===== config.mk =====
export PLATFORM = sky130hd
export DESIGN_NAME = pmm_top
export DESIGN_NICKNAME = d
export VERILOG_FILES = /design/src/rtl/pmm_pkg.sv /design/src/rtl/pmm_modefsm.sv /design/src/rtl/pmm_srcpath.sv /design/src/rtl/pmm_top.sv
export SDC_FILE = /design/constraint.sdc
export NUM_CORES = 1
export LEC_CHECK = 0
export BUFFER_PORTS_ARGS = -buffer_cell sky130_fd_sc_hd__buf_2
export CAP_MARGIN = 15
export CELL_PAD_IN_SITES_DETAIL_PLACEMENT = 1
export CELL_PAD_IN_SITES_GLOBAL_PLACEMENT = 1
export CORE_ASPECT_RATIO = 0.9
export CORE_MARGIN = 2
export CORE_UTILIZATION = 26
export CTS_CLUSTER_SIZE = 25
export DETAILED_ROUTE_END_ITERATION = 12
export PLACE_DENSITY = 0.72
export SLEW_MARGIN = 40
export SYNTH_ARGS = -nofsm -noshare
export SYNTH_HDL_FRONTEND = slang
export SYNTH_SLANG_ARGS = --single-unit

===== constraint.sdc =====
create_clock -name clk -period 1.25 [get_ports clk]
set_input_delay 0.125 -clock clk [delete_from_list [all_inputs] [get_ports clk]]
set_output_delay 0.125 -clock clk [all_outputs]
set_load 0.005 [all_outputs]

===== src/rtl/pmm_pkg.sv =====
package pmm_pkg;
  localparam int SRC_COUNT = 3;
  localparam int SEL_W     = 2;
  localparam int MODE_W    = 3;
  localparam int IDX_W     = $clog2(SRC_COUNT);

  localparam logic [MODE_W-1:0] CODE_SLEEP     = MODE_W'(0);
  localparam logic [MODE_W-1:0] CODE_RUN_BASE  = MODE_W'(1);
  localparam logic [MODE_W-1:0] CODE_IDLE_BASE = MODE_W'(4);

  typedef enum logic [1:0] {
    ST_RUN   = 2'd0,
    ST_IDLE  = 2'd1,
    ST_SLEEP = 2'd2
  } pwrState_e;

  // strobes from control to datapath
  typedef struct packed {
    logic cpuGate;  // CPU clock stopped
    logic allGate;  // every clock stopped, no source in use
  } ctlStrobe_t;

  // select bits to one-hot request; upper bit set means internal block
  function automatic logic [SRC_COUNT-1:0] decodeSel(input logic [SEL_W-1:0] sel);
    logic [SRC_COUNT-1:0] v;
    v = '0;
    if (sel[1])      v[2] = 1'b1;
    else if (sel[0]) v[1] = 1'b1;
    else             v[0] = 1'b1;
    return v;
  endfunction
endpackage


===== src/rtl/pmm_modefsm.sv =====
module pmm_modefsm
  import pmm_pkg::*;
(
  input  logic       clk,
  input  logic       rstN,
  input  logic       idleEn,
  input  logic       sleepStrobe,
  input  logic       wakeEvt,
  output ctlStrobe_t ctl
);
  pwrState_e state, stateNext;

  always_comb begin
    stateNext = state;
    unique case (state)
      ST_RUN:   if (sleepStrobe) stateNext = idleEn ? ST_IDLE : ST_SLEEP;
      ST_IDLE:  if (wakeEvt)     stateNext = ST_RUN;
      ST_SLEEP: if (wakeEvt)     stateNext = ST_RUN;
      default:                   stateNext = ST_RUN;
    endcase
  end

  always_ff @(posedge clk) begin
    if (!rstN) state <= ST_RUN;
    else       state <= stateNext;
  end

  assign ctl.cpuGate = (state != ST_RUN);
  assign ctl.allGate = (state == ST_SLEEP);

  a_r5_idle_entry: assert property (@(posedge clk) disable iff (!rstN)
    (state == ST_RUN && sleepStrobe && idleEn) |=> (state == ST_IDLE));
  a_r6_sleep_entry: assert property (@(posedge clk) disable iff (!rstN)
    (state == ST_RUN && sleepStrobe && !idleEn) |=> (state == ST_SLEEP));
  a_r8_wake_run: assert property (@(posedge clk) disable iff (!rstN)
    (state != ST_RUN && wakeEvt) |=> (state == ST_RUN));
  a_r9_strobe_ignored: assert property (@(posedge clk) disable iff (!rstN)
    (state != ST_RUN && !wakeEvt) |=> $stable(state));
  a_r9_wake_ignored: assert property (@(posedge clk) disable iff (!rstN)
    (state == ST_RUN && !sleepStrobe) |=> (state == ST_RUN));
endmodule


===== src/rtl/pmm_srcpath.sv =====
module pmm_srcpath
  import pmm_pkg::*;
(
  input  logic                 clk,
  input  logic                 rstN,
  input  logic [SEL_W-1:0]     srcSel,
  input  logic [SRC_COUNT-1:0] readyVec,
  input  ctlStrobe_t           ctl,
  output logic [SRC_COUNT-1:0] srcOneHot,
  output logic                 cpuClkEn,
  output logic                 perClkEn,
  output logic [MODE_W-1:0]    modeCode
);
  logic [SRC_COUNT-1:0] reqVec, targetReady, curSrc;
  logic [IDX_W-1:0]     srcIdx;
  logic                 canSwitch;

  assign reqVec = decodeSel(srcSel);

  for (genvar i = 0; i < SRC_COUNT; i++) begin : g_rdy
    assign targetReady[i] = reqVec[i] & readyVec[i];
  end

  assign canSwitch = (|targetReady) && (reqVec != curSrc);

  always_ff @(posedge clk) begin
    if (!rstN)          curSrc <= SRC_COUNT'(1);
    else if (canSwitch) curSrc <= reqVec;
  end

  always_comb begin
    srcIdx = '0;
    for (int k = 0; k < SRC_COUNT; k++)
      if (curSrc[k]) srcIdx = IDX_W'(k);
  end

  always_comb begin
    if (ctl.allGate)      modeCode = CODE_SLEEP;
    else if (ctl.cpuGate) modeCode = CODE_IDLE_BASE + MODE_W'(srcIdx);
    else                  modeCode = CODE_RUN_BASE + MODE_W'(srcIdx);
  end

  assign srcOneHot = ctl.allGate ? '0 : curSrc;
  assign cpuClkEn  = !ctl.cpuGate;
  assign perClkEn  = !ctl.allGate;

  a_r4_single_source: assert property (@(posedge clk) disable iff (!rstN)
    !ctl.allGate |-> ($countones(srcOneHot) == 1));
  a_r3_hold_unready: assert property (@(posedge clk) disable iff (!rstN)
    ((reqVec & readyVec) == '0) |=> $stable(curSrc));
  a_r2_switch_ready: assert property (@(posedge clk) disable iff (!rstN)
    ((reqVec & readyVec) != '0) |=> (curSrc == $past(reqVec)));
  a_r6_sleep_dark: assert property (@(posedge clk) disable iff (!rstN)
    ctl.allGate |-> (!cpuClkEn && !perClkEn && srcOneHot == '0));
endmodule


===== src/rtl/pmm_top.sv =====
module pmm_top
  import pmm_pkg::*;
(
  input  logic       clk,
  input  logic       rstN,
  input  logic       idleEn,
  input  logic [1:0] srcSel,
  input  logic       sleepStrobe,
  input  logic       wakeEvt,
  input  logic       priRdy,
  input  logic       secRdy,
  input  logic       intRdy,
  output logic [2:0] srcOneHot,
  output logic       cpuClkEn,
  output logic       perClkEn,
  output logic [2:0] modeCode
);
  ctlStrobe_t ctl;

  pmm_modefsm u_fsm (
    .clk(clk), .rstN(rstN), .idleEn(idleEn),
    .sleepStrobe(sleepStrobe), .wakeEvt(wakeEvt), .ctl(ctl)
  );

  pmm_srcpath u_path (
    .clk(clk), .rstN(rstN), .srcSel(srcSel),
    .readyVec({intRdy, secRdy, priRdy}), .ctl(ctl),
    .srcOneHot(srcOneHot), .cpuClkEn(cpuClkEn),
    .perClkEn(perClkEn), .modeCode(modeCode)
  );

  a_r10_code_range: assert property (@(posedge clk) disable iff (!rstN)
    (modeCode <= 3'd6) && ((modeCode == 3'd0) == !perClkEn));
  a_r8_cpu_follows_code: assert property (@(posedge clk) disable iff (!rstN)
    cpuClkEn == (modeCode >= 3'd1 && modeCode <= 3'd3));
endmodule


# --- Word-level counts from Yosys, hierarchy flattened ---
# Index checks and enable logic that the tools add are counted.
word_totals:
  mem_bits_ro: 0
  n_memories: 0
  regBits: 5
  elab_cells: 33
  ram_bits: 0
  latch_bits: 0
classes:
  add_sub_neg: 2
  shift: 0
  div: 0
  n_eq_ne: 5
  n_mul: 0
  order_cmp: 0
  n_bitwise: 3
  n_reduce_logical: 8
  n_mux: 13
op_table:
  columns: ["op", "n"]
  rows:
  - ["2-bit two-way mux", 5]
  - ["3-bit two-way mux", 3]
  - ["1-bit two-way mux", 4]
  - ["2-bit case mux with 2 select lines", 1]
  - ["1-bit by 2-bit adder with 3-bit output, first input constant", 1]
  - ["3-bit by 2-bit adder with 3-bit output, first input constant", 1]
  - ["1-bit bitwise AND", 3]
  - ["3-bit inequality test", 1]
  - ["3-bit OR reduction", 1]
  - ["2-bit by 1-bit equality test with 1-bit output, second input constant", 1]
  - ["2-bit equality test, second input constant", 1]
  - ["1-bit zero test", 2]
  - ["2-bit zero test", 1]
  - ["2-bit by 1-bit inequality test with 1-bit output, second input constant", 1]
  - ["2-bit inequality test, second input constant", 1]
  - ["2-bit AND reduction", 1]
  - ["2-bit nonzero test", 1]
  - ["2-bit OR reduction", 1]
  - ["1-bit logical AND", 1]

# --- Logic depth before layout (Yosys ltp) ---
depth:
  ltp_word: 5
  ltp_mapped: 6

# --- Modules after synthesis ---
# A second synthesis with hierarchy kept.
unflattened:
  hier_cells: 46
  area_unflattened_um2: 362.8
modules_own_cells:
  columns: ["mod", "cells_each", "instances", "area_per_inst_um2"]
  rows:
  - ["pmm_srcpath", 31, 1, 230.2]
  - ["pmm_modefsm", 15, 1, 132.6]

# --- Worst setup path after synthesis ---
# OpenSTA, ideal clock, no wires.
synth_path:
  path_kind: "register to register"
  startpoint: "register u_fsm.state[0]"
  endpoint: "register u_fsm.state[0]"
  path_buffers: 0
  path_stages_with_launch: 7
  path_slack_ns: -0.036
  required_time_ns: 1.191
  synth_period_minus_slack_ns: 1.286
  setup_ns: 0.059
  t_arrival_ns: 1.227
  path_cell_list: "dfxtp_1 inv_1 ha_1 inv_2 o22ai_1 mux2i_1 and2_1"
synth_between:
  elab_chain_cells: 4
  elab_cells_between_ends: 8
  cone_classes: "eq/ne (4); mux (1); reduce/logical (3)"
synth_rtl:
  columns: ["element", "line_no", "source"]
  rows:
  - ["from (decl)", "pmm_modefsm.sv:11", "pwrState_e state, stateNext;"]
  - ["from (signal assigned)", "pmm_modefsm.sv:25", "else state <= stateNext;"]
  - ["2-bit by 1-bit equality test with 1-bit output / 2-bit equality test (equally long branches)", "pmm_modefsm.sv:15", "unique case (state)"]
  - ["2-bit OR reduction (no line)", null, null]
  - ["2-bit by 1-bit inequality test with 1-bit output (no line)", null, null]
  - ["2-bit AND reduction (no line)", null, null]
# Parallel ways exist; a longest one is shown, timed or not.
# A chain may end at the register's enable or synchronous reset.

# --- Worst setup path in the final report ---
layout_path:
  startpoint: "register u_fsm.state[1]"
  endpoint: "output port modeCode[0]"
layout_between:
  elab_chain_cells: 3
  elab_cells_between_ends: 4
  cone_classes: "eq/ne (1); mux (2); reduce/logical (1)"
layout_rtl:
  columns: ["element", "line_no", "source"]
  rows:
  - ["2-bit nonzero test", "pmm_modefsm.sv:28", "assign ctl.cpuGate = (state != ST_RUN);"]
  - ["3-bit two-way mux", "pmm_srcpath.sv:39", "else if (ctl.cpuGate) modeCode = CODE_IDLE_BASE + MODE_W'(srcIdx);"]
  - ["3-bit two-way mux *", "pmm_srcpath.sv:38", "if (ctl.allGate) modeCode = CODE_SLEEP;"]
  - ["to (decl)", "pmm_top.sv:16", "output logic [2:0] modeCode"]
# Mark *: on every way between the ends. The rest lies on a longest branch, timed or not.

==> metrics.cfg <==
[status]
status = finished, violations left
violations = negative setup slack

[setup_path]
slowest_delay_ps = 360
crit_arrival_ps = 1210
path_cells = inv_4 > ha_4 > buf_6 > xnor2_2 > nor2_1 > buf_2
worstPathRequired_ps = 1120
critical_path_class = reg -> out
crit_path_start_kind = flip-flop
path_max_fanout = 3
slowest_stage = dfxtp_4
endpoint_kind = primary output

[clocking]
clockRootBuffer = clkbuf_4
clk_pin_slew_ps = 40
cts_max_path_buffers = 2
htree_levels = 1
cts_tree = yes
cts.sinks = 5
cts_buffers = 3
insertion_delay_ps = 240
cts_hold_buf = 0

[detailed_routing]
ant_nets = 0
routedWlPerCell_um = 12.1
drt_first_pass_iters = 2
vias_per_cell = 4.67
drc_errors = 0
vias = 430
drt_iter0_drc = 4
wl_mm = 1.11

[yosys]
synth_top_cell_area_share_pct = 26.4
yosysTopAreaCell = dfxtp_1
syn_inst = 48
ys_seq_elements = 5
async_reset_ff_share_pct = 0
synthFlopType = dfxtp_1
synth_nets = 61
synth_enable_flop_cells = 0
ys_seq_area_share_pct = 26.4
synth.avg_cell_area_sq_um = 7.90
yosys_warnings = 0
syn_area_sq_um = 379
netlist-cell-type-count = 22
synth_area_leaders = dfxtp_1, ha_1, mux2i_1

[grt]
grt_overflow_total = 0
grt_max_degree = 8
grt_first_pass_wirelength_mm = 1.86
antenna_found_initial = 0
grt_use_total_pct = 15.3
first_global_vias = 399

[sta]
worst_pin_slew_ps = 359
period_minus_slack_ps = 1340
slew-limit-headroom_pct = 76.1
finalHoldViolCount = 0
max_clock_freq_ghz = 0.748
slew_violations = 0
fin_ws_ps = -86.3
fin_tns_setup_ps = -169
setup_viol_count_final = 3
rsz0062_at_grt = yes
period_share_pct = 107
finalClockSkew_ps = 6.37

[power]
power_mw = 0.738
leakage_nw = 0.319
powerDensity_mw_per_mm2 = 1100
vdd_drop_max_mv = 0.797

[layout]
fin_area_sq_um = 671
layout_common_cells = buf_2, buf_4, nor2_1, nand2_1, inv_1
layout_commonest_cell = buf_2
fin_util_pct = 47.9
antennaDiodeCount = 0
nets = 91
drive_gt1_share_pct = 58.4
syn_to_final_growth_pct = 76.9

[placement]
dpl.hpwl_um = 757
placed_area_sq_um = 529
post-place-ws_ps = -5.87
portBuffers = 17
place.gp.congestion = 0.715

[floorplanning]
core_sq_mm = 0.00140
start_util_pct = 27.1
rows = 13
die_w_um = 44.3
die_area_sq_mm = 0.00178
io_pins = 18
fp.dieH_um = 40.2

[min_path]
hp-class = in -> reg

[job]
cap_violations = 0

==> final timing paths <==
kind | startpoint | cells after the start | slack [ps] | endpoint
setup / recovery | u_fsm.state[1]$_SDFFE_PN0P_ | 6 | -90 | modeCode[0]
hold / removal | intRdy | 3 | 160 | u_path.curSrc[2]$_SDFFE_PN0P_
setup reg to reg | u_fsm.state[0]$_SDFFE_PN0P_ | 7 | 10 | u_fsm.state[0]$_SDFFE_PN0P_
hold reg to reg | u_path.curSrc[0]$_SDFFE_PN1P_ | 2 | 600 | u_path.curSrc[0]$_SDFFE_PN1P_
==> report_power, final <==
group          internal, mW  switching [mW]  total [mW]
Clock                 0.121          0.0680       0.189
Combinational         0.199           0.153       0.352
Sequential            0.178          0.0193       0.198
==> state kept, by name, indices dropped and copies added (netlist names) <==
signal and flops:
u_path.curSrc 3, u_fsm.state 2
==> per-layer routing <==
layer | global-route usage, % | share of wire (%) | vias up
li1 | - | - | 220
met1 | 16.1 | 42 | 200
met2 | 29.0 | 53 | 10
met3 | 5.41 | 4.6 | 0
met4 | 4.55 | 0 | 0
met5 | 0 | 0 | -
==> final cells by class <==
cell class / count / area (sq um)
timing repair buffer: 25 / 159
fill: 180 / 728
clock buffer: 4 / 26.3
sequential: 5 / 108
inverter: 7 / 33.8
multi-input combinational: 36 / 325
tap: 15 / 18.8
==> metrics by stage <==
step	std cells	hold WS, ps
after floorplan	48	243
after global placement	85	413
after detailed placement	85	410
after CTS	91	158
after global routing	92	159
final	92	159
==> cell usage after synthesis (2+ instances only) <==
cell type	n
a21oi_1	2
and2_1	2
dfxtp_1	5
ha_1	3
inv_1	6
mux2i_1	3
nand2_1	5
nor2_1	5
nor2b_1	4
==> cell families (layout without fill, tap and decap cells) <==
logic type / after synthesis / count (layout) / synth area share, %
DFF: 5 / 5 / 26.4
AOI/OAI and AO/OA: 10 / 10 / 20.5
and+or+nand+nor: 19 / 19 / 26.1
buffers and inverters: 7 / 36 / 6.93
xor gates and xnor gates: 1 / 1 / 2.31
adders and majority gates: 3 / 3 / 9.90
muxes: 3 / 3 / 7.92
==> worst max-delay path: cells and delay by family, from the launching register on <==
kind / cells / cell delay [ps]
adders and majority gates: 1 / 150
and+or+nand+nor: 1 / 70
xor gates and xnor gates: 1 / 110
DFF: 1 / 360
buffers and inverters: 3 / 280
==> repair_timing <==
| action | 4_1_cts | 5_1_grt |
|---|---|---|
| setup buffers | 2 | 1 |
| endpoints found under the setup margin | 8 | 12 |
| pin swaps | 4 | 7 |
| resized for setup | 15 | 8 |
Note: power is estimated with default switching activity, not from simulation.
